File: config.mk
export PLATFORM = sky130hd
export DESIGN_NAME = strobed_out_port
export DESIGN_NICKNAME = d
export VERILOG_FILES = /design/src/rtl/strobed_out_port.sv
export SDC_FILE = /design/constraint.sdc
export NUM_CORES = 1
export LEC_CHECK = 0
export CELL_PAD_IN_SITES_DETAIL_PLACEMENT = 0
export CELL_PAD_IN_SITES_GLOBAL_PLACEMENT = 2
export CORE_MARGIN = 3
export CORE_UTILIZATION = 23
export DETAILED_ROUTE_END_ITERATION = 10
export HOLD_SLACK_MARGIN = 0.12
export MAX_ROUTING_LAYER = met4
export PLACE_DENSITY = 0.87
export SKIP_LAST_GASP = 1
export SLEW_MARGIN = 10
export SYNTH_ARGS = -nofsm -noshare
export SYNTH_HDL_FRONTEND = slang
export SYNTH_SLANG_ARGS = --single-unit
File: constraint.sdc
create_clock -name clk -period 2.05 [get_ports clk]
set_input_delay 0.205 -clock clk [delete_from_list [all_inputs] [get_ports clk]]
set_output_delay 0.205 -clock clk [all_outputs]
set_load 0.005 [all_outputs]
File: src/rtl/strobed_out_port.sv
module strobed_out_port #(
  parameter int WIDTH = 8,
  parameter int SYNC  = 2
) (
  input  logic             clk,
  input  logic             rst,
  input  logic             wr_n,
  input  logic [WIDTH-1:0] wr_data,
  input  logic             ack_n,
  input  logic             int_en,
  input  logic             mode_load,
  input  logic             bidir,
  output logic [WIDTH-1:0] port_out,
  output logic             port_oe,
  output logic             obf_n,
  output logic             intr,
  output logic [2:0]       stat_bits
);

  logic [SYNC-1:0]  wr_sh, ack_sh;
  logic             wr_d, ack_d;
  logic [WIDTH-1:0] buf_q;

  wire wr_s  = wr_sh[SYNC-1];
  wire ack_s = ack_sh[SYNC-1];

  wire wr_fall  = wr_d & ~wr_s;
  wire wr_rise  = ~wr_d & wr_s;
  wire ack_fall = ack_d & ~ack_s;
  wire ack_rise = ~ack_d & ack_s;

  always_ff @(posedge clk) begin
    if (rst) begin
      wr_sh  <= '1;
      ack_sh <= '1;
      wr_d   <= 1'b1;
      ack_d  <= 1'b1;
    end else begin
      wr_sh  <= {wr_sh[SYNC-2:0], wr_n};
      ack_sh <= {ack_sh[SYNC-2:0], ack_n};
      wr_d   <= wr_s;
      ack_d  <= ack_s;
    end
  end

  always_ff @(posedge clk) begin
    if (rst)        buf_q <= '0;
    else if (!wr_n) buf_q <= wr_data;
  end

  always_ff @(posedge clk) begin
    if (rst || mode_load) obf_n <= 1'b1;
    else if (wr_rise)     obf_n <= 1'b0;
    else if (ack_fall)    obf_n <= 1'b1;
  end

  always_ff @(posedge clk) begin
    if (rst || mode_load || !int_en || wr_fall) intr <= 1'b0;
    else if (ack_rise && obf_n)                 intr <= 1'b1;
  end

  assign port_out  = buf_q;
  assign port_oe   = bidir ? ~ack_s : 1'b1;
  assign stat_bits = {obf_n, int_en, intr};

endmodule


==> summary.md, run 1 <==
| Metric | Value |
|---|---|
| Hold_buf cts | 0 |
| Drt pass-1 iters | 2 |
| Most used cell, CP | clkdlybuf4s50_1 |
| Final Wtd Congestion | 0.716 |
| Critical Path End Type | output pin |
| Buf/Inv on CP | 2 |
| Clk root buf | clkbuf_4 |
| Total number of vias | 444 |
| Clk_lat worst skew | 0.28 ns |
| Initial antenna violation count | 0 |
| WL per Instance | 9.80 um |
| Grt total ovfl | 0 |
| Final nets | 97 |
| Final Critical Period | 1.39 ns |
| Most frequent cells in the layout | clkdlybuf4s50_1 (28), dfxtp_1 (16), nor2_1 (10) |
| Initial DRC count | 6 |
| Die outline width | 55.6 um |
| Post-synthesis area per instance | 10.5 um^2 |
| Top-Level Pins | 29 |
| Final Hold Slack | 0.416 ns |
| Power Density | 707 mW/mm^2 |
| Commonest non-fill, non-tap cell in the layout | clkdlybuf4s50_1 |
| Crit. Startpoint | int_en |
| Die footprint | 0.00309 mm^2 |
| TritonCTS buffer count | 3 |
| First-pass GRT wire length | 1950 um |
| Cts repair resizes | 0 |
| Synth unique cells | 14 |
| Critical path's slowest cell | clkdlybuf4s50_1 |
| Antenna diode count | 0 |
| Final setup viols | 0 |
| Initial Utilization | 24.8% |
| Crit path max fanout | 2 |
| Max Fclk | 717 MHz |
| IO buf count | 28 |
| Final ANT Viol Nets | 0 |
| Synthesis warning total | 0 |
| RSZ-0062 raised after global routing | no |
| Setup TNS Final | 0 ns |
| Peak supply drop | 441 uV |
| Vias in the first global route | 462 |
| Worst Tran Pin Value | 0.470 ns |
| Reg-to-reg critical path startpoint | ack_sh[1]$_SDFF_PP1_ |
| Static leakage | 0.364 nW |
| Remaining DRCs | 0 |
| Worst path max stage delay | 0.50 ns |
| CORE AREA | 0.00228 mm^2 |
| Req. time, crit path | 1.85 ns |
| CTS sink cnt | 16 |
| Row count | 17 |
| H-tree depth | 1 |
| Arr. time, crit path | 1.19 ns |
| Tot Pwr | 616 uW |
| Synth-to-layout area growth | 54.2% |
| Outcome | finished, final reports clean |
| Crit-path cells | clkdlybuf4s50_1 -> clkdlybuf4s50_1 |
| Crit start category | primary input |
| #FFs+latches synth | 16 |
| CTS Buffer Depth | 2 |
| Final WL | 1070 um |
| Slew Viols, Final | 0 |
| Syn_nets | 69 |
| Hold Path Origin | ack_sh[0]$_SDFF_PP1_ |
| Clock transition at the registers of the reported paths | 0.09 ns |
| Via density | 4.07 |
| Fin crit share | 68.0% |
| Pin count of the biggest net entering global routing | 16 |
| Dpl hpwl | 804 um |
| Max-cap viol count | 0 |
| Synth Instances | 54 |
| Worst setup path class | in2out |
| Hold WC Path Type | reg2reg |
| Post-CTS setup buffers | 0 |
| Hold Vio Cnt, Final | 0 |
| Crit path max-delay family | buffers and inverters |
| Die H | 55.6 um |
| Share of layout cells above drive strength 1 | 4.94% |
| Clock skew | 0.00177 ns |
| CTS tree | done |
| Sequential area share after synthesis | 56.6% |
| Synthesized cell area | 566 um^2 |
| Slew headroom | 68.6% |
| GRT Util Overall | 8.10% |
[routing by layer]
layer / global-route usage [%] / routed length, um / part of all wire (%) / vias up
li1: - / - / - / 223
met1: 9.54 / 508 / 48 / 192
met2: 12.3 / 424 / 40 / 27
met3: 3.94 / 124 / 12 / 2
met4: 2.08 / 10 / 0.94 / 0
met5: - / 0 / 0 / -
[synth_stat cells, drive strengths merged]
cell    instances  area (um^2)
buf             5         45.0
nand2           1         3.75
inv             2         7.51
a31oi           1         6.26
mux2i           8         80.1
nand2b          1         6.26
dfxtp          16          320
or2             6         37.5
a21oi           1         5.00
nor2           10         37.5
o21ai           1         5.00
nor2b           1         6.26
nand3           1         5.00
[area by class of cell]
cell class / instances / area [um^2]
Tap cell: 28 / 35.0
Inverter: 2 / 7.51
Timing Repair Buffer: 28 / 280
Clock buffer: 4 / 36.3
Sequential cell: 16 / 320
Fill cell: 246 / 1400
Multi-Input combinational cell: 31 / 193
[sequential cells by signal, indices dropped and copies added (netlist names)]
signal    count
ack_sh        2
ack_d         1
intr          1
port_out      8
obf_n         1
wr_d          1
wr_sh         2
[cells by family (layout without fill, tap and decap cells)]
| logic type | count (synthesis) | count (layout) | share of synthesized area, % |
|---|---|---|---|
| buffers and inverters | 7 | 34 | 9.29 |
| AOI/OAI and AO/OA | 3 | 3 | 2.88 |
| and+or+nand+nor | 20 | 20 | 17.0 |
| DFF | 16 | 16 | 56.6 |
| muxes | 8 | 8 | 14.2 |
[per-stage QoR]
stage | std cells | util, % | cell area (um^2) | worst slack, ns
after CTS | 109 | 38.3 | 872 | 0.635
after floorplan | 54 | - | 566 | 1.37
after global routing | 109 | 38.3 | 872 | 0.588
final | 109 | 38.3 | 872 | 0.656
after detailed placement | 105 | 36.7 | 836 | 0.644
after global placement | 105 | 36.7 | 836 | 0.631
[worst paths after layout]
kind / cells past startpoint / slack, ns / to
hold / removal: 1 / 0.42 / ack_sh[1]$_SDFF_PP1_
hold reg to reg: 1 / 0.42 / ack_sh[1]$_SDFF_PP1_
setup reg to reg: 3 / 1.29 / obf_n$_SDFFE_PP1P_
setup / recovery: 2 / 0.66 / stat_bits[1]
[power breakdown]
group / leakage, nW / total (mW) / internal, mW / switching (mW)
clock network: 0.0210 / 0.204 / 0.108 / 0.0961
logic: 0.211 / 0.0799 / 0.0556 / 0.0243
registers: 0.132 / 0.332 / 0.325 / 0.00714
Power figures use the tool's default switching activity.
==> inputs of run 2 (changes only) <==
- CORE_UTILIZATION: 23 -> 21
- PLACE_DENSITY: 0.87 -> 0.81
- clock period: 2.05 -> 1.3 ns (I/O delays scaled with it)
==> summary.md, run 2 (synthesized netlist as in run 1, its figures left out) <==
| Metric | Value |
|---|---|
| Die outline width | 57.9 um (+4.2%) |
| Drt pass-1 iters | 4 (+2) |
| Switching share of power | 20.2% (-0.50 points) |
| Power Density | 1040 mW/mm^2 (+47%) |
| Die H | 57.9 um (+4.2%) |
| Crit path max fanout | 3 (+1) |
| NetSw | 198 uW (+55%) |
| Pin count of the biggest net entering global routing | 10 (-6) |
| Hold WC Path Type | reg2reg |
| # placed instances | 110 (+4.8%) |
| Critical path's slowest cell | clkdlybuf4s50_1 |
| Die footprint | 0.00335 mm^2 (+8.5%) |
| Row count | 18 (+1) |
| Initial antenna violation count | 0 (unchanged) |
| Most frequent cells in the layout | clkdlybuf4s50_1 (23), nor2_1 (10), dfxtp_2 (9) |
| Slew Viols, Final | 0 (unchanged) |
| Grt total ovfl | 0 (unchanged) |
| Synth-to-layout area growth | 66.4% |
| Max FFs per register | 8 (unchanged) |
| Initial Utilization | 22.4% (-2.4 points) |
| Clk root buf | clkbuf_4 |
| Outcome | finished, final reports clean |
| Vias in the first global route | 461 (-0.22%) |
| Peak supply drop | 510 uV (+16%) |
| Clock skew | 0.00504 ns (+0.00327 ns) |
| Flop pwr share | 53.7% (-0.2 points) |
| Commonest non-fill, non-tap cell in the layout | clkdlybuf4s50_1 |
| Top-Level Pins | 29 (unchanged) |
| Via density | 3.92 (-3.7%) |
| GRT Util Overall | 7.63% (-0.47 points) |
| Final WL | 1090 um (+1.9%) |
| Dpl hpwl | 826 um (+2.7%) |
| Worst setup path class | reg2out |
| Buf/Inv on CP | 1 (-1) |
| TritonCTS buffer count | 3 (unchanged) |
| Fin crit share | 95.9% |
| Req. time, crit path | 1.17 ns (-0.68 ns) |
| Share of layout cells above drive strength 1 | 20.0% (+15 points) |
| Fin cells | 115 (+5.5%) |
| Final ANT Viol Nets | 0 (unchanged) |
| Final nets | 101 (+4.1%) |
| Final Critical Period | 1.25 ns |
| Clock power frac | 32.4% (-0.7 points) |
| RSZ-0062 raised after global routing | no |
| Worst Tran Pin Value | 0.284 ns (-0.186 ns) |
| Logic pwr share | 13.9% (+0.9 points) |
| Initial DRC count | 2 (-4) |
| Slew headroom | 81.0% (+12 points) |
| Worst path max stage delay | 0.50 ns (about the same) |
| Final setup viols | 0 (unchanged) |
| Final Wtd Congestion | 0.648 (-9.4%) |
| Critical Path End Type | output pin |
| Hold_buf cts | 0 (unchanged) |
| IO buf count | 28 (unchanged) |
| CTS sink cnt | 16 (unchanged) |
| First-pass GRT wire length | 1930 um (-1.0%) |
| Crit start category | register |
| Hold Vio Cnt, Final | 0 (unchanged) |
| Total number of vias | 451 (+1.6%) |
| Static leakage | 0.431 nW (+18%) |
| Antenna diode count | 0 (unchanged) |
| CORE AREA | 0.00252 mm^2 (+11%) |
| H-tree depth | 1 (unchanged) |
| Tot Pwr | 979 uW (+59%) |
| Internal power | 781 uW (+60%) |
| Arr. time, crit path | 1.12 ns (-0.07 ns) |
| Crit-path cells | clkdlybuf4s50_1 |
| Crit path max-delay family | buffers and inverters |
| Clock transition at the registers of the reported paths | 0.09 ns (about the same) |
| Remaining DRCs | 0 (unchanged) |
| WL per Instance | 9.46 um (-3.4%) |
| Setup TNS Final | 0 ns (unchanged) |
| CTS tree | done |
| CTS Buffer Depth | 2 (unchanged) |
| Clk_lat worst skew | 0.28 ns (about the same) |
| Max-cap viol count | 0 (unchanged) |
| Max Fclk | 802 MHz |
[run 2: cell types whose count changed in the layout (fill, tap and decap cells not counted), sizes merged]
cell,before,now
buf,0,4
clkdlybuf4s50,28,23
dlymetal6s2s,0,5
[run 2: layout make-up]
type,instances,area (um^2)
Inverter,2,7.51
Sequential cell,16,332
Tap cell,30,37.5
Fill cell,271,1580
Clock buffer,4,36.3
Timing Repair Buffer,32,335
Multi-Input combinational cell,31,193
[run 2: power groups by stage]
stage          Sequential, mW  Clock, mW  Combinational (mW)
2_1_floorplan           0.535          0              0.0474
3_3_place_gp            0.535          0               0.137
5_1_grt                 0.529      0.355               0.149
4_1_cts                 0.524      0.332               0.139
6_report                0.526      0.318               0.136
3_5_place_dp            0.535          0               0.138
[run 2: per-layer routing]
layer  track usage, %  vias to the layer above  part of all wire, %  wire, um
li1                 -                      231                    -         -
met1             9.23                      195                   45       494
met2             10.8                       25                   39       424
met3             3.79                        0                   16       169
met4             2.98                        0                    0         0
met5                -                        -                    0         0
[run 2: path summary, 6_finish.rpt]
| kind | endpoint | depth (start not counted) | slack, ns | startpoint |
|---|---|---|---|---|
| max | intr | 1 | 0.05 | intr$_SDFFE_PP0P_ |
| min reg2reg | ack_sh[1]$_SDFF_PP1_ | 1 | 0.41 | ack_sh[0]$_SDFF_PP1_ |
| min | ack_sh[1]$_SDFF_PP1_ | 1 | 0.41 | ack_sh[0]$_SDFF_PP1_ |
| max reg2reg | obf_n$_SDFFE_PP1P_ | 3 | 0.55 | obf_n$_SDFFE_PP1P_ |
[run 2: metrics by stage]
step                      instance area, um^2  setup slack, ns  util [%]  hold slack [ns]
after CTS                                 912          0.00177      36.2            0.412
after detailed placement                  873           0.0603      34.6            0.390
final                                     941           0.0530      37.3            0.409
after global routing                      941          0.00972      37.3            0.426
after global placement                    873           0.0702      34.6            0.388
after floorplan                           566            0.628         -            0.227
[run 2: repair_timing]
| action | CTS | global route |
|---|---|---|
| setup endpoints to repair | 3 | 12 |
| endpoints found under the hold margin | 0 | 0 |
| gates resized for setup | 2 | 12 |
| buffers inserted | 0 | 1 |
